[src/rtl/gpio_sc_pkg.sv]
package gpio_sc_pkg;
  localparam int NATTR  = 8;
  localparam int OFS_W  = 7;

  localparam int A_VAL  = 0;
  localparam int A_OE   = 1;
  localparam int A_OD   = 2;
  localparam int A_OINV = 3;
  localparam int A_PU   = 4;
  localparam int A_PD   = 5;
  localparam int A_IE   = 6;
  localparam int A_IINV = 7;

  // bank-relative byte offset of each attribute register
  function automatic logic [OFS_W-1:0] attr_ofs(input int idx);
    case (idx)
      A_VAL:   attr_ofs = 7'h00;
      A_OE:    attr_ofs = 7'h04;
      A_OD:    attr_ofs = 7'h08;
      A_OINV:  attr_ofs = 7'h0C;
      A_PU:    attr_ofs = 7'h18;
      A_PD:    attr_ofs = 7'h1C;
      A_IE:    attr_ofs = 7'h20;
      default: attr_ofs = 7'h24;
    endcase
  endfunction
endpackage

[src/rtl/gpio_sc_bank.sv]
module gpio_sc_bank
  import gpio_sc_pkg::*;
#(
  parameter int W = 16
) (
  input  logic                      clk_i,
  input  logic                      rst_ni,
  input  logic                      wr_i,
  input  logic [OFS_W-1:0]          ofs_i,
  input  logic [2*W-1:0]            wdata_i,
  output logic [NATTR-1:0][W-1:0]   attr_o,
  output logic [W-1:0]              rd_o
);
  logic [NATTR-1:0][W-1:0] attr_q;
  logic [W-1:0] set_m, clr_m;

  assign set_m = wdata_i[W-1:0];
  assign clr_m = wdata_i[2*W-1:W];

  for (genvar a = 0; a < NATTR; a++) begin : g_attr
    logic hit;
    assign hit = wr_i && (ofs_i == attr_ofs(a));
    always_ff @(posedge clk_i or negedge rst_ni) begin
      if (!rst_ni)  attr_q[a] <= '0;
      else if (hit) attr_q[a] <= (attr_q[a] | set_m) & ~clr_m; // clear wins
    end
  end

  always_comb begin
    rd_o = '0;
    for (int a = 0; a < NATTR; a++)
      if (ofs_i == attr_ofs(a)) rd_o = attr_q[a];
  end

  assign attr_o = attr_q;
endmodule

[src/rtl/gpio_sc_pad.sv]
module gpio_sc_pad (
  input  logic val_i,
  input  logic oe_i,
  input  logic od_i,
  input  logic oinv_i,
  input  logic ie_i,
  input  logic iinv_i,
  input  logic pad_in_i,
  output logic pad_out_o,
  output logic pad_oe_o,
  output logic in_val_o
);
  logic drv;
  assign drv = val_i ^ oinv_i;

  always_comb begin
    pad_out_o = 1'b0;
    pad_oe_o  = 1'b0;
    if (oe_i) begin
      if (od_i) begin
        pad_oe_o = ~drv;          // pull low only, release for 1
      end else begin
        pad_oe_o  = 1'b1;
        pad_out_o = drv;
      end
    end
  end

  assign in_val_o = ie_i & (pad_in_i ^ iinv_i);
endmodule

[src/rtl/gpio_sc_ctrl.sv]
module gpio_sc_ctrl
  import gpio_sc_pkg::*;
#(
  parameter int BANK_W = 16,
  parameter int NPINS  = 32,
  parameter int AW     = 8
) (
  input  logic                clk_i,
  input  logic                rst_ni,
  input  logic                we_i,
  input  logic [AW-1:0]       addr_i,
  input  logic [2*BANK_W-1:0] wdata_i,
  output logic [2*BANK_W-1:0] rdata_o,
  input  logic [NPINS-1:0]    pad_in_i,
  output logic [NPINS-1:0]    pad_out_o,
  output logic [NPINS-1:0]    pad_oe_o,
  output logic [NPINS-1:0]    pad_pu_o,
  output logic [NPINS-1:0]    pad_pd_o,
  output logic [NPINS-1:0]    in_val_o
);
  localparam int NBANK  = NPINS / BANK_W;
  localparam int BSEL_W = AW - OFS_W;

  logic [BSEL_W-1:0] bank_sel;
  logic [OFS_W-1:0]  ofs;
  logic [NBANK-1:0][BANK_W-1:0] bank_rd;
  logic [NATTR-1:0][NPINS-1:0]  attr_full;

  assign bank_sel = addr_i[AW-1:OFS_W];
  assign ofs      = addr_i[OFS_W-1:0];

  for (genvar b = 0; b < NBANK; b++) begin : g_bank
    logic [NATTR-1:0][BANK_W-1:0] battr;
    gpio_sc_bank #(.W(BANK_W)) u_bank (
      .clk_i   (clk_i),
      .rst_ni  (rst_ni),
      .wr_i    (we_i && (bank_sel == BSEL_W'(b))),
      .ofs_i   (ofs),
      .wdata_i (wdata_i),
      .attr_o  (battr),
      .rd_o    (bank_rd[b])
    );
    for (genvar a = 0; a < NATTR; a++) begin : g_map
      assign attr_full[a][b*BANK_W +: BANK_W] = battr[a];
    end
  end

  always_comb begin
    rdata_o = '0;
    for (int b = 0; b < NBANK; b++)
      if (bank_sel == BSEL_W'(b)) rdata_o[BANK_W-1:0] = bank_rd[b];
  end

  for (genvar p = 0; p < NPINS; p++) begin : g_pin
    gpio_sc_pad u_pad (
      .val_i     (attr_full[A_VAL][p]),
      .oe_i      (attr_full[A_OE][p]),
      .od_i      (attr_full[A_OD][p]),
      .oinv_i    (attr_full[A_OINV][p]),
      .ie_i      (attr_full[A_IE][p]),
      .iinv_i    (attr_full[A_IINV][p]),
      .pad_in_i  (pad_in_i[p]),
      .pad_out_o (pad_out_o[p]),
      .pad_oe_o  (pad_oe_o[p]),
      .in_val_o  (in_val_o[p])
    );
  end

  assign pad_pu_o = attr_full[A_PU];
  assign pad_pd_o = attr_full[A_PD];
endmodule

[config.mk]
export PLATFORM = sky130hd
export DESIGN_NAME = gpio_sc_ctrl
export DESIGN_NICKNAME = d
export VERILOG_FILES = /design/src/rtl/gpio_sc_pkg.sv /design/src/rtl/gpio_sc_bank.sv /design/src/rtl/gpio_sc_pad.sv /design/src/rtl/gpio_sc_ctrl.sv
export SDC_FILE = /design/constraint.sdc
export NUM_CORES = 1
export LEC_CHECK = 0
export ABC_AREA = 1
export BUFFER_PORTS_ARGS = -buffer_cell sky130_fd_sc_hd__buf_2
export CORE_MARGIN = 5
export CORE_UTILIZATION = 50
export CTS_BUF_LIST = sky130_fd_sc_hd__clkbuf_8
export CTS_CLUSTER_SIZE = 8
export DETAILED_ROUTE_END_ITERATION = 12
export GPL_TIMING_DRIVEN = 0
export HOLD_SLACK_MARGIN = 0.12
export PLACE_DENSITY = 0.73
export SLEW_MARGIN = 20
export SYNTH_ARGS = -nofsm -noshare
export SYNTH_HDL_FRONTEND = slang
export SYNTH_SLANG_ARGS = --single-unit
export TNS_END_PERCENT = 50
[constraint.sdc]
create_clock -name clk_i -period 2.5 [get_ports clk_i]
set_input_delay 0 -clock clk_i [delete_from_list [all_inputs] [get_ports clk_i]]
set_output_delay 0 -clock clk_i [all_outputs]
set_load 0.01 [all_outputs]
# After elaboration in Yosys (flattened, before gate mapping)
# Index checks and enable logic that the tools add are counted.
[classes]
n_addsub = 0
n_mul = 0
div = 0
order_cmp = 0
n_eq_ne = 7
shift = 0
muxes = 145
bitwise_logic = 162
n_reduce_logical = 19
[op_table]
columns = ["operator", "n"]
rows = [
  ["16-bit two-way mux", 17],
  ["16-bit bitwise AND", 16],
  ["16-bit OR", 16],
  ["1-bit two-way mux", 128],
  ["1-bit XOR", 64],
  ["1-bit inverter", 33],
  ["1-bit bitwise AND", 32],
  ["1-bit logical AND", 18],
  ["16-bit inverter", 1],
  ["7-bit by 4-bit equality test with 1-bit output (second input constant)", 2],
  ["7-bit by 5-bit equality test with 1-bit output (second input constant)", 2],
  ["7-bit by 6-bit equality test with 1-bit output (second input constant)", 2],
  ["7-bit by 3-bit equality test with 1-bit output (second input constant)", 1],
  ["7-bit logical NOT", 1],
]
[word_totals]
ff_bits = 256
latch_bits = 0
mem_bits_rw = 0
rom_bits = 0
input_bits = 75
output_inout_bits = 192
mem_count = 0

# Logic depth before layout (Yosys ltp)
[depth]
word_depth = 10
depth_mapped = 10

# By module
# A second synthesis with hierarchy kept.
[hier_totals]
hier_cells = 1883
hier_area_um2 = 15068.2
[by_module_without_submodules]
columns = ["module", "instances", "cells_each", "area_each_um2", "seq_area_each_um2"]
rows = [
  ["gpio_sc_bank at g_bank[0].u_bank", 1, 697, 6522.5, 3203.1],
  ["gpio_sc_bank at g_bank[1].u_bank", 1, 697, 6521.3, 3203.1],
  ["gpio_sc_pad", 32, 13, 51.3, 0.0],
  ["gpio_sc_ctrl", 1, 73, 382.9, 0.0],
]

# Worst setup path after synthesis
# Ideal clock, no wire load.
[synth_timing]
kind = "input to register"
startpoint = "input addr_i[1]"
endpoint = "register g_bank[1].u_bank.attr_q (netlist bit g_bank[1].u_bank.attr_o[10])"
setup_ns = 0.133
arrival_time_ns = 1.052
required_ns = 2.367
setup_slack_ns = 1.315
cell_stages = 7
n_path_buf = 1
cell_sequence = "nor2_2 -> nand3_1 -> nor2_2 -> nand2_1 -> inv_1 -> buf_2 -> a2bb2oi_1"
[synth_via]
elab_chain_cells = 2
[synth_lines]
columns = ["element", "line_no", "text"]
rows = [
  ["start: declaration", "gpio_sc_ctrl.sv:11", "input logic [AW-1:0] addr_i,"],
  ["7-bit logical NOT", "gpio_sc_bank.sv:22", "assign hit = wr_i && (ofs_i == attr_ofs(a));"],
  ["1-bit logical AND", "gpio_sc_bank.sv:22", ""],
  ["end signal: indexed assignment", "gpio_sc_bank.sv:25", "else if (hit) attr_q[a] <= (attr_q[a] | set_m) & ~clr_m;"],
  ["end: declaration", "gpio_sc_bank.sv:14", "logic [NATTR-1:0][W-1:0] attr_q;"],
]
# Every way passes these cells.
# A chain may end at the register's enable or synchronous reset.

# Worst setup path after layout
[layout_timing]
startpoint = "input addr_i[3]"
endpoint = "output rdata_o[9]"
[layout_via]
elab_chain_cells = 10
[layout_lines]
columns = ["element", "line_no", "text"]
rows = [
  ["7-bit logical NOT", "gpio_sc_bank.sv:32", "if (ofs_i == attr_ofs(a)) rd_o = attr_q[a];"],
  ["16-bit two-way mux (8 in series)", "gpio_sc_bank.sv:32", ""],
  ["16-bit two-way mux *", "gpio_sc_ctrl.sv:51", "if (bank_sel == BSEL_W'(b)) rdata_o[BANK_W-1:0] = bank_rd[b];"],
  ["end: declaration", "gpio_sc_ctrl.sv:13", "output logic [2*BANK_W-1:0] rdata_o,"],
]
# Mark *: on every way between the ends. The rest lies on a longest branch, timed or not.

==> results.txt <==
Synthesis inferred 256 register bits. The proportion of total power due to net switching came out at 0.2864. The normalized max-slew margin was 0.5000. Setup repair after global routing could not meet its margin everywhere. The total congestion overflow was 0; the width of the chip was 179.8 µm. The tools report the final non-filler cell total as 2634. The share of cells above drive strength 1 is 0.2196, and the endpoint arrival time on the critical path is 2.44 ns. The number of flip-flops in the largest register was 256. The worst setup path is launched from an input port. The congestion estimate from routability-driven global placement came to 0.9475. The tools report the buffer levels on the longest clock path as 3.

For the gate count of the mapped netlist, the log shows 1866. The pin count of the biggest net entering global routing was 91. Across the run, the number of max-cap violations was 0. After detailed routing, the number of vias per cell comes to 5.615. The run gives 83.33 mm as the first-pass GRT wire length.

For this run, the detailed router's first-pass iteration total came to 6. The tightest min-delay check is of the in2reg type. Combinational share of power: 0.142. The cell area after layout was 0.01767 mm².

The shortest period the worst path allows was 2.443 ns; the number of routed nets with antenna violations was 0. The category of cells accounting for the largest share of critical-path delay is buffers and inverters. For the number of nets in the layout, the log shows 2295. For this run, the slowest stage of the critical path takes 0.56 ns. The cell area reported after detailed placement was 0.01619 mm²; the actual transition at the worst max-transition pin was 0.7500 ns. The buffering stage count on the worst path with inverters included was 5; the signed area change from the synthesized netlist to the final layout was 22.56%. The top cell types in the final layout, fill and taps aside, are nand2_1 (379), nor2_1 (294), buf_2 (277). The category of the most critical setup path is in2out.

The number of warnings issued by yosys was 0. The later pin in the worst-skew pair is clocked with a latency of 0.57 ns. The cell-internal power was 7.026 mW; the portion of the clock cycle consumed by the worst path in the final layout was 0.9770. For the register share of total power, the log shows 0.462. The signal on the critical path passes through dlygate4sd3_1 -> buf_2 -> inv_1 -> nand3_1 -> nor3_4 -> clkbuf_1 -> a21oi_1 -> nand4_1 -> nand2_1 -> nand2_1 -> buf_2. The final setup TNS was 0 ns; the number of distinct library cell variants in the gate-level netlist after synthesis was 24.

For the detailed-route wire length, the log shows 54.85 mm. The slowest stage of the critical path belongs to the cell dlygate4sd3_1. Static timing analysis puts the maximum clock frequency at 0.4094 GHz. The number of antenna violations at the first check in global routing was 1. The logs give 256 for the TritonCTS sink count and 0.4471 ns for the setup slack after placement. After floorplanning, the core was sized to cover 0.02863 mm². The count of endpoints failing setup in the final report was 0. The tools report the final-report max-slew violation count as 0. Commonest non-fill, non-tap cell in the layout: nand2_1. Once the clock tree was built, the setup fixing pass inserted 0 buffers. After layout, the worst setup slack is 0.05738 ns. For the relative contribution of the clock network to total power, the log shows 0.396. Summing over every cut layer, the via total after detailed routing is 14.79k. 0 antenna diodes ended up in the layout.

The total half-perimeter wirelength after legalization and detailed placement was 40.32 mm. For the final-layout worst hold slack, the log shows 0.1586 ns. The count of input and output buffers was 234. Register area share after synthesis: 0.4443. The H-tree was split into 2 levels. The logs give 2.50 ns for the critical path required time and 0.3278 for the global-route usage over all layers. The initial core utilization is 0.5037, and the total CTS buffers is 45.

The run finished with clean final reports. STA classifies the critical path endpoint as an output pin. The via count of the first global-routing pass is 14.24k. The cell chosen for the clock root is clkbuf_8.

IR analysis of the VDD net gives a maximum drop of 0.3366 mV. Summed over all cells, the static leakage comes to 9.464 nW. The largest driver fanout on the critical path was 10; the final hold violation count was 0. After detailed routing, the number of remaining DRC violations is 0. The die covers 0.03233 mm². In this run the vertical extent of the chip is 179.8 µm. The layout has 2607 filler cells. Dividing total power by cell area gives a power density of 557.2 mW/mm².

Clock-pin slew was measured on the worst setup and hold paths at 0.06 ns. The synthesized area per cell was 7.727 µm²; the number of placed cells counting well taps was 2501. For the mapped cell area, the log shows 0.01442 mm². In this run the core area contains 62 standard-cell rows.

The detailed router finished its first iteration with 1711 violations. The final setup skew is 0 ns. The run gives 267 as the number of top-level design ports. TritonCTS built the clock tree. After detailed routing, the average wire length per cell comes to 20.83 µm. Switching power: 2.820 mW.
==> worst register-to-register path, stage by stage (launching register included) <==
cell	delay [ns]
dfrtp_1	0.40
inv_1	0.11
a22oi_1	0.07
dlygate4sd3_1	0.57
==> cell usage after synthesis <==
| cell type | count | area share |
|---|---|---|
| nand2_1 | 379 | 0.099 |
| nor3_1 | 33 | 0.011 |
| a21oi_1 | 159 | 0.055 |
| a2bb2oi_1 | 96 | 0.058 |
| conb_1 | 1 | 0.00026 |
| inv_1 | 156 | 0.041 |
| nor3_2 | 1 | 0.00069 |
| buf_2 | 48 | 0.017 |
| nor3_4 | 1 | 0.0011 |
| inv_2 | 11 | 0.0029 |
| nor2_2 | 5 | 0.0022 |
| o21bai_1 | 1 | 0.00052 |
| clkbuf_1 | 53 | 0.014 |
| xnor2_1 | 32 | 0.019 |
| nor2_4 | 3 | 0.0023 |
| nand4_1 | 32 | 0.014 |
| o21ai_0 | 33 | 0.011 |
| dfrtp_1 | 256 | 0.44 |
| a22oi_1 | 96 | 0.050 |
| nor2_1 | 296 | 0.077 |
| buf_4 | 114 | 0.059 |
| nand3_1 | 39 | 0.014 |
| buf_1 | 16 | 0.0042 |
| nand2_2 | 5 | 0.0022 |
==> through the flow <==
stage	power, mW	util
after detailed placement	5.920	0.5657
final	9.847	0.6174
after global routing	10.17	0.6174
after floorplan	5.334	-
after CTS	9.814	0.6162
after global placement	5.878	0.5634
==> metal layers <==
metal | routed length (µm) | track usage
met5 | 0 | 0
met3 | 5911 | 0.07720
met4 | 2334 | 0.1298
met1 | 22330 | 0.4542
met2 | 24280 | 0.5006
==> final timing paths <==
check	start	to	slack (ns)	depth (start not counted)
max in group asynchronous	rst_ni	g_bank[1].u_bank.attr_o[72]	0.57	5
worst min register to register	g_bank[1].u_bank.attr_o[48]	g_bank[1].u_bank.attr_o[48]	0.57	2
min in group asynchronous	rst_ni	g_bank[0].u_bank.attr_o[113]	0.58	3
worst max register to register	g_bank[0].u_bank.attr_o[33]	g_bank[0].u_bank.attr_o[33]	1.23	3
worst max-delay path	addr_i[3]	rdata_o[9]	0.06	11
worst min-delay path	addr_i[5]	g_bank[1].u_bank.attr_o[111]	0.16	6
==> layout make-up <==
type / instances / area [µm²] / share of cell area
sequential: 256 / 6406 / 0.3625
multi-input combinational: 1227 / 6103 / 0.3454
timing repair buffer: 292 / 1797 / 0.1017
buffer: 231 / 1373 / 0.07767
clock buffer: 59 / 812.0 / 0.04595
inverter: 167 / 626.9 / 0.03547
tap: 384 / 480.5 / 0.02719
clock inverter: 18 / 73.82 / 0.004177
==> what timing repair did <==
item | 4_1_cts | 5_1_grt
hold endpoints to repair | 382 | 0
hold buffers | 56 | 0
endpoints found under the setup margin | 0 | 20
gates resized for setup | 0 | 20
==> power groups by stage <==
| stage | clock (mW) | combinational, mW | sequential [mW] |
|---|---|---|---|
| detailed placement | 0 | 1.31 | 4.61 |
| global placement | 0 | 1.27 | 4.61 |
| floorplan | 0 | 0.769 | 4.56 |
| global route | 4.07 | 1.53 | 4.57 |
| finish | 3.90 | 1.40 | 4.55 |
| CTS | 3.89 | 1.38 | 4.54 |
==> cell families after synthesis <==
logic type             after synthesis  share of synthesized area
AO/OA/AOI/OAI                      385                     0.1755
XOR/XNOR                            32                    0.01944
buffers and inverters              398                     0.1375
flip-flops                         256                     0.4443
other                                1                  0.0002601
AND/OR/NAND/NOR                    794                     0.2231
No activity file was read; power rests on OpenSTA's default activity.
